File: config.mk
export PLATFORM = sky130hd
export DESIGN_NAME = axi_beat_delay_shim
export DESIGN_NICKNAME = d
export VERILOG_FILES = /design/src/rtl/shim_pkg.sv /design/src/rtl/shim_beat_counter.sv /design/src/rtl/shim_chan_gate.sv /design/src/rtl/axi_beat_delay_shim.sv
export SDC_FILE = /design/constraint.sdc
export NUM_CORES = 1
export LEC_CHECK = 0
export ABC_AREA = 1
export BUFFER_PORTS_ARGS = -buffer_cell sky130_fd_sc_hd__buf_2
export CAP_MARGIN = 20
export CORE_AREA = 3 3 138 140
export CTS_CLUSTER_SIZE = 40
export DETAILED_ROUTE_END_ITERATION = 12
export DIE_AREA = 0 0 141 143
export PLACE_DENSITY = 0.47
export SLEW_MARGIN = 10
export SYNTH_ARGS = -nofsm -noshare
export SYNTH_HDL_FRONTEND = slang
export SYNTH_SLANG_ARGS = --single-unit
File: constraint.sdc
create_clock -name clk -period 1.2 [get_ports clk]
set_input_delay 0.12 -clock clk [delete_from_list [all_inputs] [get_ports clk]]
set_output_delay 0.12 -clock clk [all_outputs]
set_load 0.005 [all_outputs]
File: src/rtl/shim_pkg.sv
package shim_pkg;
  // Counter width that can hold the load value
  function automatic int cnt_width(input int delay);
    return $clog2(delay + 1);
  endfunction
endpackage

File: src/rtl/shim_beat_counter.sv
module shim_beat_counter #(
  parameter int DELAY = 16
) (
  input  logic clk,
  input  logic rst,
  input  logic arm,
  input  logic xfer,
  output logic open
);
  localparam int CW = shim_pkg::cnt_width(DELAY);
  localparam logic [CW-1:0] LOAD = CW'(DELAY);
  localparam logic [CW-1:0] ONE  = CW'(1);

  logic [CW-1:0] cnt_q;

  always_ff @(posedge clk) begin
    if (rst) begin
      cnt_q <= '0;
    end else if (cnt_q > ONE) begin
      cnt_q <= cnt_q - ONE;
    end else if (cnt_q == '0) begin
      if (arm) cnt_q <= LOAD;
    end else if (xfer) begin
      cnt_q <= '0;
    end
  end

  assign open = (cnt_q == ONE);
endmodule

File: src/rtl/shim_chan_gate.sv
module shim_chan_gate #(
  parameter int DELAY        = 16,
  parameter bit ARM_ON_VALID = 1'b0
) (
  input  logic clk,
  input  logic rst,
  input  logic src_valid,
  input  logic dst_ready,
  output logic src_ready,
  output logic dst_valid
);
  logic open;
  logic arm;
  logic xfer;

  generate
    if (ARM_ON_VALID) begin : g_arm_valid
      assign arm = src_valid;
    end else begin : g_arm_both
      assign arm = src_valid & dst_ready;
    end
  endgenerate

  assign src_ready = dst_ready & open;
  assign dst_valid = src_valid & open;
  assign xfer      = src_valid & src_ready;

  shim_beat_counter #(.DELAY(DELAY)) u_cnt (
    .clk (clk),
    .rst (rst),
    .arm (arm),
    .xfer(xfer),
    .open(open)
  );
endmodule

File: src/rtl/axi_beat_delay_shim.sv
module axi_beat_delay_shim #(
  parameter int ID_W      = 4,
  parameter int ADDR_W    = 32,
  parameter int DATA_W    = 32,
  parameter int DELAY     = 16,
  parameter bit READ_GATE = 1'b1
) (
  input  logic                clk,
  input  logic                rst,
  input  logic [ID_W-1:0]     up_aw_id,
  input  logic [ADDR_W-1:0]   up_aw_addr,
  input  logic [7:0]          up_aw_len,
  input  logic                up_aw_valid,
  output logic                up_aw_ready,
  output logic [ID_W-1:0]     dn_aw_id,
  output logic [ADDR_W-1:0]   dn_aw_addr,
  output logic [7:0]          dn_aw_len,
  output logic                dn_aw_valid,
  input  logic                dn_aw_ready,
  input  logic [DATA_W-1:0]   up_w_data,
  input  logic [DATA_W/8-1:0] up_w_strb,
  input  logic                up_w_last,
  input  logic                up_w_valid,
  output logic                up_w_ready,
  output logic [DATA_W-1:0]   dn_w_data,
  output logic [DATA_W/8-1:0] dn_w_strb,
  output logic                dn_w_last,
  output logic                dn_w_valid,
  input  logic                dn_w_ready,
  input  logic [ID_W-1:0]     dn_b_id,
  input  logic [1:0]          dn_b_resp,
  input  logic                dn_b_valid,
  output logic                dn_b_ready,
  output logic [ID_W-1:0]     up_b_id,
  output logic [1:0]          up_b_resp,
  output logic                up_b_valid,
  input  logic                up_b_ready,
  input  logic [ID_W-1:0]     up_ar_id,
  input  logic [ADDR_W-1:0]   up_ar_addr,
  input  logic [7:0]          up_ar_len,
  input  logic                up_ar_valid,
  output logic                up_ar_ready,
  output logic [ID_W-1:0]     dn_ar_id,
  output logic [ADDR_W-1:0]   dn_ar_addr,
  output logic [7:0]          dn_ar_len,
  output logic                dn_ar_valid,
  input  logic                dn_ar_ready,
  input  logic [ID_W-1:0]     dn_r_id,
  input  logic [DATA_W-1:0]   dn_r_data,
  input  logic [1:0]          dn_r_resp,
  input  logic                dn_r_last,
  input  logic                dn_r_valid,
  output logic                dn_r_ready,
  output logic [ID_W-1:0]     up_r_id,
  output logic [DATA_W-1:0]   up_r_data,
  output logic [1:0]          up_r_resp,
  output logic                up_r_last,
  output logic                up_r_valid,
  input  logic                up_r_ready
);
  // Side channels: straight wires
  assign dn_aw_id    = up_aw_id;
  assign dn_aw_addr  = up_aw_addr;
  assign dn_aw_len   = up_aw_len;
  assign dn_aw_valid = up_aw_valid;
  assign up_aw_ready = dn_aw_ready;

  assign up_b_id     = dn_b_id;
  assign up_b_resp   = dn_b_resp;
  assign up_b_valid  = dn_b_valid;
  assign dn_b_ready  = up_b_ready;

  assign dn_ar_id    = up_ar_id;
  assign dn_ar_addr  = up_ar_addr;
  assign dn_ar_len   = up_ar_len;
  assign dn_ar_valid = up_ar_valid;
  assign up_ar_ready = dn_ar_ready;

  // Write data: payload through, handshake gated
  assign dn_w_data = up_w_data;
  assign dn_w_strb = up_w_strb;
  assign dn_w_last = up_w_last;

  shim_chan_gate #(.DELAY(DELAY), .ARM_ON_VALID(1'b0)) u_wgate (
    .clk      (clk),
    .rst      (rst),
    .src_valid(up_w_valid),
    .dst_ready(dn_w_ready),
    .src_ready(up_w_ready),
    .dst_valid(dn_w_valid)
  );

  // Read data: payload through, handshake optionally gated
  assign up_r_id   = dn_r_id;
  assign up_r_data = dn_r_data;
  assign up_r_resp = dn_r_resp;
  assign up_r_last = dn_r_last;

  generate
    if (READ_GATE) begin : g_rgate
      shim_chan_gate #(.DELAY(DELAY), .ARM_ON_VALID(1'b1)) u_rgate (
        .clk      (clk),
        .rst      (rst),
        .src_valid(dn_r_valid),
        .dst_ready(up_r_ready),
        .src_ready(dn_r_ready),
        .dst_valid(up_r_valid)
      );
    end else begin : g_rpass
      assign up_r_valid = dn_r_valid;
      assign dn_r_ready = up_r_ready;
    end
  endgenerate
endmodule

# Word level (Yosys, flattened, before mapping)
# Index checks and enable logic that the tools add are counted.
# classes
n_addsub,2
n_lt_le_gt_ge,2
n_eq_ne,4
muxes,8
bitwise_logic,7
n_reduce_logical,6
# op_table
cell,n
$mux 5,8
$eq 5x1->1 const B,2
$gt 5x1->1 const B,2
$logic_not 5->1,2
$sub 5x1->5 const B,2
$and 1x1->1,7
$reduce_bool 3->1,2
$reduce_and 2->1,2
$ne 3x2->1 const B,1
$ne 3x3->1 const B,1
# word_totals
ff_bits,10
in_bits,182
out_inout_bits,180

# Logic depth before layout (Yosys ltp)
# Gate-level depths: netlist of run 1.
# depth
depth_word,6
ltp_mapped,10
mapped_depth_nobuf,10

# By module
# A second synthesis of run 1 with hierarchy kept.
# hier_totals
hier_cells,286
area_unflattened_um2,2039.5
# modules_own_cells
mod,n_inst,cells_per_inst,area_per_inst_um2,seq_area_each_um2
axi_beat_delay_shim,1,176,1321.3,0.0
shim_beat_counter,2,48,330.3,100.1
shim_chan_gate (u_wgate),1,8,32.5,0.0
shim_chan_gate (g_rgate.u_rgate),1,6,25.0,0.0

# Worst setup path before layout of run 1
# Ideal clock, no wire load.
# synth_timing
path_kind,flip-flop to flip-flop
start,register u_wgate.u_cnt.cnt_q[0]
end,register u_wgate.u_cnt.cnt_q[4]
t_arrival_ps,1097
t_required_ps,1078
path_slack_ps,-19
path_stages_with_launch,9
n_path_buf,0
path_cell_list,dfxtp_1 -> inv_1 -> ha_1 -> inv_1 -> nor2_1 -> nand2_1 -> nand2_1 -> a21boi_0 -> a21oi_1
# synth_via
elab_chain_len,5
elab_cells_between_ends,11
cone_classes,add/sub: 1; order compare: 1; eq/ne: 2; mux: 2; bitwise: 2; reduce/logical: 3
# synth_lines
item,line_no,text
start: declaration,shim_beat_counter.sv:14,logic [CW-1:0] cnt_q;
start signal: assignment,shim_beat_counter.sv:20,cnt_q <= cnt_q - ONE;
"parallel branches: the longest is 5 deep, another holds $gt 5x1->1",-,
# Several ways; the timed one is not identified.
# A chain may end at the register's enable or synchronous reset.

# Worst setup path in the final report of run 1
# layout_timing
start,register g_rgate.u_rgate.u_cnt.cnt_q[1]
end,output port dn_r_ready
# layout_via
elab_chain_len,2
# layout_lines
item,line_no,text
start: declaration,shim_beat_counter.sv:14,
start signal: assignment,shim_beat_counter.sv:20,
$eq 5x1->1,shim_beat_counter.sv:28,assign open = (cnt_q == ONE);
$and 1x1->1,shim_chan_gate.sv:24,assign src_ready = dst_ready & open;
end: declaration,axi_beat_delay_shim.sv:53,"output logic dn_r_ready,"
# No other way between the ends.

==> flow_summary.yaml, run 1 <==
final_layout:
  fin_util_pct: 7.59
  mostFrequentLayoutCell: "buf_4"
  final_cell_mix: "buf_4 (15), nand2_1 (14), inv_1 (10)"
  area.sequential_um2: 208
  fillers: 2090
  multi_input_comb_area_um2: 534
  drive_gt1_share_pct: 59.5
  finalNonFillerCells: 355
  n_antenna_cell: 0
  syn_to_final_growth_pct: -31.4
  nets: 316
power_and_ir_drop:
  p_leak_uw: 0.000526
  comb_power_share_pct: 65.0
  p_int_uw: 1970
  p_seq_share_pct: 18.4
  p_per_area_mw_per_mm2: 2590
  p_sw_share_pct: 44.1
  switching_power_uw: 1550
  vdd_drop_max_mv: 1.13
  p_clk_share_pct: 16.6
sta:
  rsz0062_at_grt: "true"
  setup_viol: 9
  setup_tns_ps: -569
  slew_headroom_pct: 84.5
  fin_worst_skew_ps: 0.374
  fmaxAchievable_ghz: 0.745
  slew_viol_final: 0
  finalHoldViolCount: 0
  period_share_pct: 112
  layout_setup_ws_ps: -142
  tightestPinTransition_ps: 233
  min_period_ps: 1340
logic_synthesis:
  synth_area_mm2: 0.00199
  synth-edff-count: 0
  yosys_warnings: 0
  syn_area_per_cell_um2: 7.27
  synth_top_area_share_pct: 66.5
  synth.distinct_cells: 24
  synth_seq_area_share_pct: 10.1
  netlist_instances: 273
  yosysTopAreaCell: "buf_4"
  synth_nets: 461
  synthArstFlopShare_pct: 0
  ys_ff_latch: 10
  synth.area.top_cells: "buf_4 (67%), dfxtp_1 (10%), ha_1 (3.8%), inv_1 (3.4%), nand2_1 (3.4%)"
  synth_ff_type: "dfxtp_1"
setup_path:
  reg2regPathDepth: 9
  worst-setup-path-type: "flop to output pin"
  path_max_fanout: 3
  r2r_start: "g_rgate.u_rgate.u_cnt.cnt_q[1]"
  required_ps: 1080
  r2r_slack_ps: -100
  cp.arrival_ps: 1220
  r2r_end: "g_rgate.u_rgate.u_cnt.cnt_q[0]"
  cp-start-kind: "flop"
  worst_setup_path_end_kind: "output pin"
place:
  placed_cells: 346
  io_buffers: 9
  gp_congestion: 0.732
  place_hpwl_um: 4690
global_routing:
  grt_max_degree: 8
  grt_pass1_vias: 1014
  track_usage_pct: 5.06
  grt_overflow: 0
  grt_pass1_wl_um: 7180
  grt_antenna_before_repair: 0
clocking:
  h-tree-depth: 1
  cts_tree: "done"
  numCtsBuffers: 3
  cts_num_sinks: 10
  path_clk_slew_ps: 40
  root_buffer: "clkbuf_16"
  clk_latency_ps: 240
  cts.path.max_buffers: 2
status:
  failed_checks: "setup timing"
  outcome: "finished, violations left"
flow_run:
  max_cap_violations: 0
routing:
  viasPerCell: 2.75
  first_pass_iters: 4
  wire_per_inst_um: 15.9
  drc: 0
  wirelength_um: 5650
  antenna_left: 0
  vias: 975
  drtIter0Drc: 10
floorplan:
  die_w_um: 141
  row_count: 49
  io_pins: 362
  fp.dieArea_mm2: 0.0202
  fp.dieH_um: 143
  initial_core_util_pct: 11.1
  core_mm2: 0.0180
worst_hold_path:
  hp-class: "primary input to flop"
  hold_end: "g_rgate.u_rgate.u_cnt.cnt_q[1]"
  hold_depth: 2
  worstHoldStart: "rst"
[critical path, cell delays in order, from the launching register on]
cell     delay, ps
dfxtp_2        320
inv_2           70
ha_4           120
inv_2           40
nor2_4          90
nand3_2         90
buf_6          130
inv_2           30
buf_2           90
[power groups by stage]
stage	clock [uW]	sequential [uW]	combinational [uW]
2_1_floorplan	0	574	1600
4_1_cts	610	626	1910
3_5_place_dp	0	592	1670
5_1_grt	630	670	2550
3_3_place_gp	0	596	1720
6_report	585	649	2290
[per-stage QoR]
stage	hold WS [ps]	power, uW	setup WS (ps)	area (um2)
after floorplan	182	2170	16.7	1990
after global placement	240	2310	-90.3	1080
after detailed placement	240	2260	-107	1080
after CTS	178	3150	-181	1250
after global routing	208	3850	-208	1360
final	193	3520	-142	1360
[routing by layer]
metal	GRT usage, %	wire length, um	vias to the layer above
li1	-	-	363
met1	3.48	1350	368
met2	5.24	1980	152
met3	6.63	1550	90
met4	7.04	719	2
met5	1.44	42	-
[synth_stat cells, types with 2 or more instances]
cell type / n
a21oi_1: 5
buf_4: 176
dfxtp_1: 10
ha_1: 6
inv_1: 18
nand2_1: 18
nand2_2: 3
nand3_1: 7
nand3_2: 2
nand4_1: 2
nor2_1: 10
nor2_2: 2
nor3_1: 2
o21ai_0: 2
[sequential cells by signal (all words and copies together) (netlist names)]
signal and cells:
u_wgate.u_cnt.cnt_q 5, g_rgate.u_rgate.u_cnt.cnt_q 5
[worst max path at each step]
stage | cells after the start | slack [ps] | start | end
after floorplan | 10 | 20 | g_rgate.u_rgate.u_cnt.cnt_q[1] | g_rgate.u_rgate.u_cnt.cnt_q[0]
after global placement | 10 | -90 | g_rgate.u_rgate.u_cnt.cnt_q[1] | g_rgate.u_rgate.u_cnt.cnt_q[1]
after detailed placement | 10 | -110 | g_rgate.u_rgate.u_cnt.cnt_q[1] | g_rgate.u_rgate.u_cnt.cnt_q[0]
after CTS | 8 | -180 | g_rgate.u_rgate.u_cnt.cnt_q[1] | dn_r_ready
after global routing | 8 | -210 | g_rgate.u_rgate.u_cnt.cnt_q[1] | dn_r_ready
final | 8 | -140 | g_rgate.u_rgate.u_cnt.cnt_q[1] | dn_r_ready
[logic make-up (layout without fill, tap and decap cells)]
kind of cell	count (synthesis)	in the layout	share of synthesized area [%]
buf+inv	195	48	70.1
simple gates	51	51	12.6
flops	10	10	10.1
xor+xnor	1	1	0.441
fa+ha+maj	6	6	3.78
compound gates	10	10	2.96
[cell type report]
cell class | instances | area share (%)
tap | 229 | 21.0
multi-input combinational | 68 | 39.2
sequential | 10 | 15.2
clock buffer | 3 | 5.51
timing repair buffer | 26 | 13.2
inverter | 19 | 5.79
[repair_timing]
action | 4_1_cts | 5_1_grt
buffers inserted | 3 | 3
hold buffers | 0 | 0
resized for setup | 25 | 26
endpoints found under the setup margin | 11 | 13
pin swaps | 6 | 13
No activity file was read; power rests on OpenSTA's default activity.
==> inputs of run 2 (changes only) <==
--- a/config.mk
+++ b/config.mk
@@ -8,11 +8,11 @@
 export ABC_AREA = 1
 export BUFFER_PORTS_ARGS = -buffer_cell sky130_fd_sc_hd__buf_2
 export CAP_MARGIN = 20
-export CORE_AREA = 3 3 138 140
+export CORE_AREA = 3 3 141 143
 export CTS_CLUSTER_SIZE = 40
 export DETAILED_ROUTE_END_ITERATION = 12
-export DIE_AREA = 0 0 141 143
-export PLACE_DENSITY = 0.47
+export DIE_AREA = 0 0 144 146
+export PLACE_DENSITY = 0.44
 export SLEW_MARGIN = 10
 export SYNTH_ARGS = -nofsm -noshare
 export SYNTH_HDL_FRONTEND = slang
==> constraint.sdc (replaced) <==
create_clock -name clk -period 1.6 [get_ports clk]
set_input_delay 0.16 -clock clk [delete_from_list [all_inputs] [get_ports clk]]
set_output_delay 0.16 -clock clk [all_outputs]
set_load 0.005 [all_outputs]
==> run 2 against run 1 <==
  * The flow now finishes without violations
  * Register-to-register slack gained 340 ps
  * Via count shrank 8.9%
  * Clock power shrank 16%
  * Combinational power shrank 54%
  * Total power shrank 43%
  * Largest power group unchanged
==> flow_summary.yaml, run 2 (same netlist as run 1, synthesis figures left out) <==
status:
  outcome: "finished, final reports clean"
place:
  io_buffers: 9
  gp_congestion: 0.753
  place_hpwl_um: 4210
sta:
  finalHoldViolCount: 0
  fmaxAchievable_ghz: 0.703
  slew_viol_final: 0
  setup_viol: 0
  setup_tns_ps: 0
  slew_headroom_pct: 87.0
  tightestPinTransition_ps: 196
  rsz0062_at_grt: "false"
  period_share_pct: 89.0
  fin_worst_skew_ps: 3.14
  min_period_ps: 1420
  fin_hold_ws_ps: 188
setup_path:
  cp_cell_sequence: "inv_1, ha_1, nand3_2, nor2_1, buf_2"
  crit_start: "u_wgate.u_cnt.cnt_q[1]"
  worst_setup_path_end_kind: "output pin"
  path_delay_family: "flip-flops"
  required_ps: 1440
  cp-start-kind: "flop"
  r2r_start: "u_wgate.u_cnt.cnt_q[0]"
  critPathSlowestCell: "dfxtp_1"
  reg2regPathDepth: 8
  slowest_delay_ps: 320
  r2r_slack_ps: 240
  r2r_end: "u_wgate.u_cnt.cnt_q[4]"
  worst-setup-path-type: "flop to output pin"
  cp.arrival_ps: 1260
  path_max_fanout: 4
  cp_num_buf_inv: 2
routing:
  drc: 0
  vias: 888
  drtIter0Drc: 13
  wire_per_inst_um: 15.0
  viasPerCell: 2.58
  wirelength_um: 5150
  antenna_left: 0
  first_pass_iters: 4
worst_hold_path:
  hold_depth: 2
  worstHoldStart: "rst"
  hp-class: "primary input to flop"
  hold_end: "u_wgate.u_cnt.cnt_q[1]"
power_and_ir_drop:
  vdd_drop_max_mv: 0.682
  p_per_area_mw_per_mm2: 1830
  p_leak_uw: 0.000439
  total_power_uw: 2000
floorplan:
  initial_core_util_pct: 10.6
  io_pins: 362
  core_mm2: 0.0187
  row_count: 50
  fp.dieArea_mm2: 0.0210
  fp.dieH_um: 146
  die_w_um: 144
clocking:
  root_buffer: "clkbuf_16"
  cts.path.max_buffers: 2
  postCtsSetupRepairBufs: 0
  hold_buffers: 0
  clk_latency_ps: 240
  h-tree-depth: 1
  cts_num_sinks: 10
  path_clk_slew_ps: 40
  cts_tree: "done"
  numCtsBuffers: 3
  post_cts_resized: 0
final_layout:
  fin_util_pct: 5.83
  n_antenna_cell: 0
  drive_gt1_share_pct: 21.8
  top_regs: "g_rgate.u_rgate.u_cnt.cnt_q (5), u_wgate.u_cnt.cnt_q (5)"
  final_cell_mix: "inv_1 (18), nand2_1 (18), nor2_1 (10), dfxtp_1 (10), buf_2 (9)"
  nets: 299
  syn_to_final_growth_pct: -45.1
global_routing:
  grt_overflow: 0
  grt_antenna_before_repair: 0
  grt_pass1_vias: 965
  grt_pass1_wl_um: 6530
  track_usage_pct: 4.33
  grt_max_degree: 8
flow_run:
  max_cap_violations: 0
==> run 2: changes by cell type in the layout (fill, tap and decap cells not counted), moves of 4 or more <==
cell | previous run | this run
buf_4 | 15 | 0
inv_1 | 10 | 18
ha_1 | 0 | 6
inv_2 | 6 | 1
nor2_1 | 5 | 10
dfxtp_1 | 6 | 10
nand2_1 | 14 | 18
nor2_4 | 5 | 1
==> run 2: final cells by class <==
class / instances / area, um2
fill: 2173 / 17600
clock buffer: 4 / 88.8
sequential: 10 / 200
tap: 234 / 293
multi-input combinational: 68 / 393
inverter: 19 / 71.3
timing repair buffer: 9 / 45.0
==> run 2: metrics by stage <==
step / area, um2 / cells / worst slack, ps
3_3_place_gp: 1000 / 340 / 295
3_5_place_dp: 1000 / 340 / 245
6_report: 1090 / 344 / 177
5_1_grt: 1090 / 344 / 40.6
2_1_floorplan: 1990 / 273 / 381
4_1_cts: 1090 / 344 / 108
==> run 2: layer usage <==
layer	GRT usage, %	up-vias	share of wire, %
met5	0.957	-	0
met4	7.34	0	17
li1	-	329	-
met2	3.84	152	29
met3	5.62	86	31
met1	2.98	321	23
==> run 2: worst reg2reg max path: cells and delay by family (launching register included) <==
kind                     cells  cell delay, ps
buffers and inverters        2             190
flip-flops                   1             310
adder cells (fa/ha/maj)      1             190
AND/OR/NAND/NOR              3             270
AO/OA/AOI/OAI                2             270
==> run 2: power breakdown <==
part / internal (uW) / switching (uW) / total, uW
clock: 376 / 118 / 494
combinational: 392 / 672 / 1060
sequential: 357 / 84.5 / 441
total: 1120 / 874 / 2000
==> run 2: how the worst max path moves through the flow <==
stage | end | slack, ps | depth (start not counted)
after floorplan | u_wgate.u_cnt.cnt_q[4] | 380 | 8
after global placement | g_rgate.u_rgate.u_cnt.cnt_q[1] | 290 | 10
after detailed placement | u_wgate.u_cnt.cnt_q[4] | 240 | 8
after CTS | dn_w_valid | 110 | 5
after global routing | dn_r_ready | 40 | 7
final | up_w_ready | 180 | 5
